## src/rtl/los_pkg.sv

```systemverilog
package los_pkg;
  // Outcome of one evaluation block, valid on the last strobe of the block
  typedef struct packed {
    logic blk_end;
    logic blk_pass;
  } blk_verdict_t;
endpackage

```

## src/rtl/los_declare_counter.sv

```systemverilog
module los_declare_counter #(
  parameter int SHORT_RUN = 175,
  parameter int LONG_RUN  = 1544
) (
  input  logic clk,
  input  logic rst_n,
  input  logic strobe,
  input  logic level_ok,
  input  logic crit_sel,
  output logic declare
);
  localparam int CW = $clog2(LONG_RUN + 1);

  logic [CW-1:0] low_run;
  logic [CW-1:0] limit;

  assign limit   = crit_sel ? CW'(LONG_RUN) : CW'(SHORT_RUN);
  assign declare = strobe && !level_ok && ((low_run + CW'(1)) >= limit);

  always_ff @(posedge clk) begin
    if (!rst_n) begin
      low_run <= '0;
    end else if (strobe) begin
      if (level_ok)
        low_run <= '0;
      else if (low_run != CW'(LONG_RUN))
        low_run <= low_run + CW'(1);
    end
  end


  declare_needs_low_chk: assert property (@(posedge clk) disable iff (!rst_n)
    declare |-> (strobe && !level_ok));


  run_bounded_chk: assert property (@(posedge clk) disable iff (!rst_n)
    low_run <= CW'(LONG_RUN));
endmodule

```

## src/rtl/los_clear_window.sv

```systemverilog
module los_clear_window
  import los_pkg::*;
#(
  parameter int WIN_LEN    = 128,
  parameter int MIN_MARKS  = 16,
  parameter int ZRUN_LIMIT = 100
) (
  input  logic         clk,
  input  logic         rst_n,
  input  logic         strobe,
  input  logic         mark,
  input  logic         level_ok,
  output blk_verdict_t verdict
);
  localparam int IW = $clog2(WIN_LEN);
  localparam int MW = $clog2(WIN_LEN + 1);
  localparam int RW = $clog2(ZRUN_LIMIT + 1);

  logic [IW-1:0] idx;
  logic [MW-1:0] marks, marks_n;
  logic [RW-1:0] zrun, zrun_n;
  logic          run_bad, run_bad_n;
  logic          lvl_bad, lvl_bad_n;
  logic          last;

  assign last    = (idx == IW'(WIN_LEN - 1));
  assign marks_n = marks + MW'(mark);
  assign zrun_n  = mark ? '0 : ((zrun == RW'(ZRUN_LIMIT)) ? zrun : zrun + RW'(1));
  assign run_bad_n = run_bad || (zrun_n >= RW'(ZRUN_LIMIT));
  assign lvl_bad_n = lvl_bad || !level_ok;

  assign verdict.blk_end  = strobe && last;
  assign verdict.blk_pass = (marks_n >= MW'(MIN_MARKS)) && !run_bad_n && !lvl_bad_n;

  always_ff @(posedge clk) begin
    if (!rst_n) begin
      idx     <= '0;
      marks   <= '0;
      zrun    <= '0;
      run_bad <= 1'b0;
      lvl_bad <= 1'b0;
    end else if (strobe) begin
      if (last) begin
        idx     <= '0;
        marks   <= '0;
        zrun    <= '0;
        run_bad <= 1'b0;
        lvl_bad <= 1'b0;
      end else begin
        idx     <= idx + IW'(1);
        marks   <= marks_n;
        zrun    <= zrun_n;
        run_bad <= run_bad_n;
        lvl_bad <= lvl_bad_n;
      end
    end
  end


  block_wrap_chk: assert property (@(posedge clk) disable iff (!rst_n)
    (strobe && last) |=> (idx == '0));


  idle_hold_chk: assert property (@(posedge clk) disable iff (!rst_n)
    !strobe |=> $stable(idx) && $stable(marks));
endmodule

```

## src/rtl/los_state.sv

```systemverilog
module los_state
  import los_pkg::*;
(
  input  logic         clk,
  input  logic         rst_n,
  input  logic         declare,
  input  blk_verdict_t verdict,
  output logic         los
);
  always_ff @(posedge clk) begin
    if (!rst_n)
      los <= 1'b1;
    else if (declare)
      los <= 1'b1;
    else if (verdict.blk_end && verdict.blk_pass)
      los <= 1'b0;
  end
endmodule

```

## src/rtl/line_los_detector.sv

```systemverilog
module line_los_detector
  import los_pkg::*;
#(
  parameter int SHORT_RUN  = 175,
  parameter int LONG_RUN   = 1544,
  parameter int WIN_LEN    = 128,
  parameter int MIN_MARKS  = WIN_LEN / 8,
  parameter int ZRUN_LIMIT = 100
) (
  input  logic clk,
  input  logic rst_n,
  input  logic bit_valid,
  input  logic bit_mark,
  input  logic level_ok,
  input  logic crit_sel,
  input  logic rx_sub_en,
  input  logic tx_sub_en,
  output logic los_o,
  output logic rx_data_o,
  output logic tx_ones_req_o
);
  logic         declare;
  blk_verdict_t verdict;

  los_declare_counter #(.SHORT_RUN(SHORT_RUN), .LONG_RUN(LONG_RUN)) u_decl (
    .clk(clk), .rst_n(rst_n), .strobe(bit_valid), .level_ok(level_ok),
    .crit_sel(crit_sel), .declare(declare)
  );

  los_clear_window #(.WIN_LEN(WIN_LEN), .MIN_MARKS(MIN_MARKS), .ZRUN_LIMIT(ZRUN_LIMIT)) u_win (
    .clk(clk), .rst_n(rst_n), .strobe(bit_valid), .mark(bit_mark),
    .level_ok(level_ok), .verdict(verdict)
  );

  los_state u_state (
    .clk(clk), .rst_n(rst_n), .declare(declare), .verdict(verdict), .los(los_o)
  );

  assign rx_data_o     = bit_mark || (rx_sub_en && los_o);
  assign tx_ones_req_o = tx_sub_en && los_o;


  los_rise_chk: assert property (@(posedge clk) disable iff (!rst_n)
    $rose(los_o) |-> $past(bit_valid && !level_ok));


  los_fall_chk: assert property (@(posedge clk) disable iff (!rst_n)
    $fell(los_o) |-> $past(verdict.blk_end && level_ok));


  rx_force_chk: assert property (@(posedge clk) disable iff (!rst_n)
    (rx_sub_en && los_o) |-> rx_data_o);


  tx_req_chk: assert property (@(posedge clk) disable iff (!rst_n)
    tx_ones_req_o |-> (los_o && tx_sub_en));
endmodule

```

## config.mk

```make
export PLATFORM = sky130hd
export DESIGN_NAME = line_los_detector
export DESIGN_NICKNAME = d
export VERILOG_FILES = /design/src/rtl/los_pkg.sv /design/src/rtl/los_declare_counter.sv /design/src/rtl/los_clear_window.sv /design/src/rtl/los_state.sv /design/src/rtl/line_los_detector.sv
export SDC_FILE = /design/constraint.sdc
export NUM_CORES = 1
export LEC_CHECK = 0
export BUFFER_PORTS_ARGS = -buffer_cell sky130_fd_sc_hd__buf_2
export CELL_PAD_IN_SITES_DETAIL_PLACEMENT = 1
export CELL_PAD_IN_SITES_GLOBAL_PLACEMENT = 2
export CORE_UTILIZATION = 39
export CTS_BUF_LIST = sky130_fd_sc_hd__clkbuf_4 sky130_fd_sc_hd__clkbuf_8
export CTS_CLUSTER_DIAMETER = 100
export DETAILED_ROUTE_END_ITERATION = 12
export MAX_ROUTING_LAYER = met4
export PLACE_DENSITY = 0.79
export SYNTH_ARGS = -nofsm -noshare
export SYNTH_HDL_FRONTEND = slang
export SYNTH_SLANG_ARGS = --single-unit
```

## constraint.sdc

```tcl
create_clock -name clk -period 2.7 [get_ports clk]
set_input_delay 0.135 -clock clk [delete_from_list [all_inputs] [get_ports clk]]
set_output_delay 0.135 -clock clk [all_outputs]
set_load 0.03 [all_outputs]
```

==> summary.md, run 1 <==
| Metric | Value |
|---|---|
| Placed cell count | `350` |
| Grt total ovfl | `0` |
| Fin crit share | `91.8%` |
| Hold WC Path Type | `primary input to flop` |
| Internal power | `0.000803 W` |
| Synth Warn # | `0` |
| Detailed-route via count | `1989` |
| Iter 0 DRT Violations | `33` |
| Leakage | `0.961 nW` |
| Final setup violation count | `0` |
| Crit path DAT | `2.64 ns` |
| Slowest cell on crit path | `dfxtp_1` |
| Clock Tree Buf Depth | `2` |
| GPL Wtd Cong | `0.750` |
| Routed WL per cell | `15.9 um` |
| Sw Ratio | `24.7%` |
| Global-route wire length before repair | `9740 um` |
| Final hold vios | `0` |
| Core area | `5540 um2` |
| Sequential-to-total area share from yosys stat | `31.9%` |
| Max_slew headroom | `68.0%` |
| DR DRC count | `0` |
| Seq cells post-synth | `36` |
| Ys async rst share | `0%` |
| Syn nets | `295` |
| Min Tclk post-route | `2.48 ns` |
| P_sw | `0.000263 W` |
| Clk pin slew, worst setup/hold paths | `0.07 ns` |
| Cell row count | `27` |
| Worst Tran Pin Value | `0.475 ns` |
| Synth Area per Inst | `8.27 um2` |
| Synthesized cell area | `2260 um2` |
| Dpl hpwl | `4170 um` |
| Drt first pass iters | `4` |
| Die ar. | `6100 um2` |
| Sequential cell area | `721 um2` |
| Vias/cell | `5.56` |
| Worst path required time | `2.86 ns` |
| Dominant cell type by area after synthesis | `dfxtp_1` |
| Top_reg_cell synth | `dfxtp_1` |
| Top delay family on crit path | `compound AO/OA/AOI/OAI gates` |
| I/O pins | `11` |
| Post-synth EDFFs | `0` |
| Mapped Cells | `273` |
| CP Buf/Inv Count | `0` |
| Antenna diodes | `0` |
| Design area | `2480 um2` |
| Setup crit end kind | `flop` |
| Die Span X | `78.1 um` |
| Initial Util | `40.8%` |
| Max Cap Violations | `0` |
| Worst VDD drop | `0.204 mV` |
| Layout cells sized above 1 | `11.5%` |
| Sequential share of power | `51.1%` |
| Final WL | `5700 um` |
| Max-slew violations | `0` |
| Fill count | `685` |
| TritonCTS buffer count | `5` |
| Fin nets | `307` |
| Number of global-route vias before repair | `2037` |
| Clock share of power | `40.0%` |
| Dominant cells by area after synthesis | `dfxtp_1 32%, ha_1 7.8%, nand2_1 5.7%` |
| Fmax achieved | `0.403 GHz` |
| Port Buffers | `10` |
| Layout area overhead | `10.0%` |
| GRT Total Usage | `21.0%` |
| Yosys top cell area share | `31.9%` |
| Die Span Y | `78.1 um` |
| Root Driver | `clkbuf_8` |
| Fin Setup TNS | `0 ns` |
| Crit path kind | `flop to flop` |
| Comb pwr share | `8.8%` |
| CP Max Fanout | `7` |
| Crit-path max cell delay | `0.45 ns` |
| CP Launch Type | `flop` |
| Distinct cell type count after synthesis | `52` |
| Initial antenna violation count | `0` |
| Clock sink count | `36` |
| Non-filler cells, final | `358` |
| CTS tree | `done` |
| Final Skew | `0.00385 ns` |
| Worst-skew pair later-pin latency | `0.29 ns` |
| H-tree depth | `2` |
| RSZ-0062 raised after global routing | `no` |
| Placed cell areas | `2380 um2` |
| PD cells | `429 nW/um2` |
| Area of the multi-input gates | `1440 um2` |
| Crit-path cells | `nand3_1 -> nor3_1 -> xor2_1 -> ha_1 -> a211o_1 -> a21oi_1 -> nand2b_1 -> a311oi_1 -> o32ai_1` |
| Status | `completed` |
| Largest net degree at the start of global routing | `32` |
| Antenna Nets Post-Route | `0` |
## worst register-to-register path: stages, from the launching register on
cell and delay (ns):
dfxtp_1 0.45, nand3_1 0.15, nor3_1 0.37, xor2_1 0.19, ha_1 0.29, a211o_1 0.27
a21oi_1 0.20, nand2b_1 0.09, a311oi_1 0.22, o32ai_1 0.12
## power groups by stage
| stage | sequential (W) | combinational [W] | clock (W) |
|---|---|---|---|
| after detailed placement | 0.000558 | 0.0000958 | 0 |
| after CTS | 0.000545 | 0.0000963 | 0.000444 |
| after global placement | 0.000557 | 0.0000949 | 0 |
| after floorplan | 0.000556 | 0.0000647 | 0 |
| after global routing | 0.000547 | 0.000108 | 0.000464 |
| final | 0.000545 | 0.0000941 | 0.000427 |
## path summary, 6_finish.rpt
check / endpoint / cells after the start / slack, ns / start
max reg2reg: u_state.los / 9 / 0.22 / u_decl.low_run[2]
min reg2reg: u_win.lvl_bad / 2 / 0.48 / u_win.lvl_bad
min: u_win.idx[1] / 3 / 0.22 / bit_valid
max: u_state.los / 9 / 0.22 / u_decl.low_run[2]
## repair_timing
action	CTS	global route
resized for setup	0	1
endpoints found under the setup margin	0	1
setup buffers	0	0
hold endpoints to repair	0	0
hold buffers	0	0
## cells in the mapped netlist (4+ instances only)
master / n
a21boi_0: 11
a21oi_1: 5
a22oi_1: 4
a31oi_1: 4
and2_1: 7
clkbuf_1: 6
dfxtp_1: 36
ha_1: 14
inv_1: 10
nand2_1: 34
nand2b_1: 4
nand3_1: 14
nand4_1: 5
nor2_1: 13
nor2b_1: 12
nor3_1: 7
nor4_1: 6
o21a_1: 5
o21ai_0: 11
or3_1: 4
xnor2_1: 6
xor2_1: 10
## layer usage
| metal | track usage [%] | vias to the layer above | part of all wire, % |
|---|---|---|---|
| li1 | - | 997 | - |
| met1 | 24.5 | 971 | 48 |
| met2 | 36.8 | 15 | 49 |
| met3 | 3.14 | 6 | 1.6 |
| met4 | 6.85 | 0 | 1.2 |
| met5 | - | - | 0 |
## kinds of logic (layout without fill, tap and decap cells)
logic type,Yosys count,in the layout,share of synthesized area (%)
simple gates,119,119,27.5
flops,36,36,31.9
xor+xnor,16,16,6.20
fa+ha+maj,15,15,8.20
compound gates,62,62,20.1
mux,3,3,1.33
buf+inv,22,35,4.76
## flip-flops by register name, indices dropped and copies added (netlist names)
signal,count
u_win.idx,7
u_win.lvl_bad,1
u_win.run_bad,1
u_decl.low_run,11
u_win.marks,8
u_state.los,1
u_win.zrun,7
## metrics by stage
step | hold WS, ns | power (W) | utilization, % | setup WS, ns
final | 0.219 | 0.00107 | 44.9 | 0.221
after global placement | 0.447 | 0.000652 | 43.0 | 0.326
after global routing | 0.264 | 0.00112 | 44.9 | 0.0144
after floorplan | 0.358 | 0.000621 | - | 0.433
after CTS | 0.225 | 0.00109 | 44.7 | 0.206
after detailed placement | 0.465 | 0.000654 | 43.0 | 0.237
## cell usage in the layout (no fill, tap or decap), drive strengths merged, types with 4 or more instances in the layout
master	netlist	final
a21boi	12	12
a21oi	5	5
a22oi	4	4
a31oi	4	4
and2	7	7
buf	5	17
clkbuf	7	8
dfxtp	36	36
ha	14	14
inv	10	10
nand2	34	34
nand2b	4	4
nand3	14	14
nand4	5	5
nor2	13	13
nor2b	12	12
nor3	7	7
nor4	6	6
o21a	5	5
o21ai	15	15
o31ai	4	4
or3	4	4
xnor2	6	6
xor2	10	10
## area by class of cell
| type | count | share of cell area [%] |
|---|---|---|
| clock buffers | 8 | 3.93 |
| inverters | 10 | 1.51 |
| multi-input cells | 215 | 57.8 |
| well taps | 72 | 3.63 |
| flip-flops and latches | 36 | 29.0 |
| repair buffers | 17 | 4.13 |
Note: power is estimated with default switching activity, not from simulation.
==> inputs of run 2 (changes only) <==
--- a/config.mk
+++ b/config.mk
@@ -5,10 +5,11 @@
 export SDC_FILE = /design/constraint.sdc
 export NUM_CORES = 1
 export LEC_CHECK = 0
+export ABC_AREA = 1
 export BUFFER_PORTS_ARGS = -buffer_cell sky130_fd_sc_hd__buf_2
 export CELL_PAD_IN_SITES_DETAIL_PLACEMENT = 1
 export CELL_PAD_IN_SITES_GLOBAL_PLACEMENT = 2
-export CORE_UTILIZATION = 39
+export CORE_UTILIZATION = 36
 export CTS_BUF_LIST = sky130_fd_sc_hd__clkbuf_4 sky130_fd_sc_hd__clkbuf_8
 export CTS_CLUSTER_DIAMETER = 100
 export DETAILED_ROUTE_END_ITERATION = 12
==> summary.md, run 2 <==
| Metric | Value |
|---|---|
| Antenna Nets Post-Route | `0 (unchanged)` |
| Adder-cell share of the synthesized area | `7.88% (was 8.20%)` |
| CP Max Fanout | `5 (was 7)` |
| Synth Warn # | `0 (unchanged)` |
| GR Util met3 | `3.41% (was 3.14%)` |
| Final Skew | `0.00790 ns (was 0.00385 ns)` |
| Worst VDD drop | `0.180 mV (was 0.204 mV)` |
| Placed cell count | `411 (was 350)` |
| Non-filler cells, final | `418 (was 358)` |
| Commonest non-fill, non-tap cell in the layout | `nand2_1 (was dfxtp_1)` |
| Placed cell areas | `2340 um2 (was 2380 um2)` |
| Die Span Y | `80.6 um (was 78.1 um)` |
| Detailed-route via count | `2087 (was 1989)` |
| Max Cap Violations | `0 (unchanged)` |
| H-tree depth | `2 (unchanged)` |
| Fmax achieved | `0.451 GHz (was 0.403 GHz)` |
| Clock sink count | `36 (unchanged)` |
| Leakage | `1.04 nW (was 0.961 nW)` |
| GR Util met2 | `32.3% (was 36.8%)` |
| GRT Total Usage | `20.2% (was 21.0%)` |
| Synth Area in Compound Gates | `12.2% (was 20.1%)` |
| Fill count | `805 (was 685)` |
| Iter 0 DRT Violations | `51 (was 33)` |
| Max FFs per register | `11 (unchanged)` |
| Status | `completed (unchanged)` |
| GPL Wtd Cong | `0.824 (was 0.750)` |
| TritonCTS buffer count | `5 (unchanged)` |
| Seq cells post-synth | `36 (unchanged)` |
| Root Driver | `clkbuf_8 (unchanged)` |
| Grt total ovfl | `0 (unchanged)` |
| RSZ-0062 raised after global routing | `no (unchanged)` |
| Fin Setup TNS | `0 ns (unchanged)` |
| Leading registers by flop count | `u_decl.low_run x11, u_win.marks x8 (unchanged)` |
| Crit path DAT | `2.40 ns (was 2.64 ns)` |
| Synth Area per Inst | `6.71 um2 (was 8.27 um2)` |
| Routed WL per cell | `13.8 um (was 15.9 um)` |
| Dpl hpwl | `4460 um (was 4170 um)` |
| Final setup violation count | `0 (unchanged)` |
| Mapped Cells | `331 (was 273)` |
| Die ar. | `6490 um2 (was 6100 um2)` |
| CP Launch Type | `flop (unchanged)` |
| Fin crit share | `82.2% (was 91.8%)` |
| Initial Util | `37.5% (was 40.8%)` |
| Synthesized cell area | `2220 um2 (was 2260 um2)` |
| Clock Tree Buf Depth | `2 (unchanged)` |
| Most frequent cells in the layout | `88 x nand2_1, 41 x nor2_1, 40 x inv_1, 36 x dfxtp_1, 28 x a21oi_1 (was 36 x dfxtp_1, 34 x nand2_1, 14 x nand3_1, 14 x ha_1, 13 x nor2_1)` |
| DR DRC count | `0 (unchanged)` |
| GR peak layer | `met2 (unchanged)` |
| Synth top cells by count | `88 x nand2_1, 41 x nor2_1, 40 x inv_1, 36 x dfxtp_1, 28 x a21oi_1 (was 36 x dfxtp_1, 34 x nand2_1, 14 x ha_1, 14 x nand3_1, 13 x nor2_1)` |
| Top_reg_cell synth | `dfxtp_1 (unchanged)` |
| GRT met1 Usage | `26.4% (was 24.5%)` |
| Dominant cell type by area after synthesis | `dfxtp_1 (unchanged)` |
| Min Tclk post-route | `2.22 ns (was 2.48 ns)` |
| Worst Tran Pin Value | `0.777 ns (was 0.475 ns)` |
| Hold WC Path Type | `primary input to flop (unchanged)` |
| Ys async rst share | `0% (unchanged)` |
| Main combinational cell family by area after synthesis | `simple AND/OR/NAND/NOR gates (unchanged)` |
| Worst-skew pair later-pin latency | `0.29 ns (about the same)` |
| Yosys top cell area share | `32.4% (was 31.9%)` |
| Layout area overhead | `9.07% (was 10.0%)` |
| CTS tree | `done (unchanged)` |
| Crit-path cells | `ha_1 -> nand2_1 -> nor2_2 -> nand4_1 -> xor2_1 -> ha_1 -> nand2_1 -> inv_1 -> nand2_1 -> nand2_1 -> a21oi_1 -> nand3_1 -> nand2_1 -> nand2_1 (was nand3_1 -> nor3_1 -> xor2_1 -> ha_1 -> a211o_1 -> a21oi_1 -> nand2b_1 -> a311oi_1 -> o32ai_1)` |
| Register-to-register setup slack | `0.48 ns (was 0.22 ns)` |
| Post-CTS sizing | `0 (unchanged)` |
| Clk pin slew, worst setup/hold paths | `0.08 ns (was 0.07 ns)` |
| Port Buffers | `10 (unchanged)` |
| Slowest cell on crit path | `dfxtp_1 (unchanged)` |
| Global-route wire length before repair | `9690 um (was 9740 um)` |
| Largest net degree at the start of global routing | `23 (was 32)` |
| Total Power | `0.00102 W (was 0.00107 W)` |
| Initial antenna violation count | `0 (unchanged)` |
| Vias/cell | `4.99 (was 5.56)` |
| Post-Synth Simple-Gate Area | `34.9% (was 27.5%)` |
| Fin nets | `365 (was 307)` |
| Number of global-route vias before repair | `2042 (was 2037)` |
| Buffer count from post-CTS setup fixing | `0 (unchanged)` |
| Mux share of post-synthesis cell area | `0% (was 1.33%)` |
| Die Span X | `80.6 um (was 78.1 um)` |
| Cell row count | `28 (was 27)` |
| Most numerous cell in the Yosys netlist | `nand2_1 (was dfxtp_1)` |
| Design area | `2420 um2 (was 2480 um2)` |
| Max_slew headroom | `48.2% (was 68.0%)` |
| Xor/xnor share of the synthesized area | `3.89% (was 6.20%)` |
| Worst path required time | `2.88 ns (was 2.86 ns)` |
| Hold Buf Count CTS | `0 (unchanged)` |
| Cell mode on critical path | `nand2_1` |
| Final hold vios | `0 (unchanged)` |
| Final WL | `5770 um (was 5700 um)` |
| PD cells | `422 nW/um2 (was 429 nW/um2)` |
| Layout cells sized above 1 | `9.33% (was 11.5%)` |
| Biggest register | `u_decl.low_run (unchanged)` |
| Distinct cell type count after synthesis | `36 (was 52)` |
| Crit path kind | `flop to flop (unchanged)` |
| Setup crit end kind | `flop (unchanged)` |
| Crit-path max cell delay | `0.46 ns (was 0.45 ns)` |
| Top delay family on crit path | `simple AND/OR/NAND/NOR gates (was compound AO/OA/AOI/OAI gates)` |
| Core area | `5920 um2 (was 5540 um2)` |
| Sequential-to-total area share from yosys stat | `32.4% (was 31.9%)` |
| Antenna diodes | `0 (unchanged)` |
| I/O pins | `11 (unchanged)` |
| Syn nets | `353 (was 295)` |
| Post-synth EDFFs | `0 (unchanged)` |
| Drt first pass iters | `4 (unchanged)` |
| Max-slew violations | `0 (unchanged)` |
| Dominant cells by area after synthesis | `dfxtp_1 32%, nand2_1 15%, ha_1 7.9% (was dfxtp_1 32%, ha_1 7.8%, nand2_1 5.7%)` |
| CP Buf/Inv Count | `1 (was 0)` |
==> run 2: cell count changes after synthesis, moves of 7 or more <==
cell      delta
nand2_1     +54
inv_1       +30
nor2_1      +28
a21oi_1     +23
nor2b_1     -12
a21boi_0    -11
nand3_1      +9
and2_1       -7
==> run 2: worst min-delay path, cell delays in order <==
cell and delay, ns:
buf_2 0.15, nand2_1 0.08, nor2_1 0.04
==> run 2: logic make-up after synthesis <==
group           Yosys count
compound gates           48
xor+xnor                  9
fa+ha+maj                14
buf+inv                  49
flops                    36
simple gates            175
==> run 2: worst paths after layout <==
path	start	to	depth (start not counted)
min reg2reg	u_decl.low_run[10]	u_decl.low_run[10]	2
min	rst_n	u_win.idx[2]	3
max reg2reg	u_decl.low_run[0]	u_state.los	14
max	u_decl.low_run[0]	u_state.los	14
==> run 2: through the flow <==
step	setup slack (ns)	utilization (%)	hold slack, ns
6_report	0.480	40.9	0.149
3_5_place_dp	0.494	39.6	0.459
3_3_place_gp	0.603	39.6	0.448
4_1_cts	0.472	40.9	0.147
2_1_floorplan	0.742	-	0.258
5_1_grt	0.207	40.9	0.162
==> run 2: layout make-up <==
cell class	instances	area [um2]	share of cell area, %
timing repair buffer	11	57.6	2.37
tap	75	93.8	3.87
clock buffer	5	68.8	2.84
inverter	43	161	6.66
sequential	36	721	29.7
multi-input combinational	246	1310	54.0
clock inverter	2	12.5	0.516
==> run 2: routing by layer <==
layer	wire length, um	vias to the layer above	part of all wire, %
li1	-	1088	-
met1	2900	973	50
met2	2680	20	46
met3	124	6	2.2
met4	56	0	0.97
met5	0	-	0
==> run 2: report_power, final <==
part,switching (W),internal [W],total (W)
clock,0.000207,0.000175,0.000382
combinational,0.0000615,0.0000294,0.0000910
sequential,0.00000992,0.000540,0.000550
total,0.000278,0.000744,0.00102
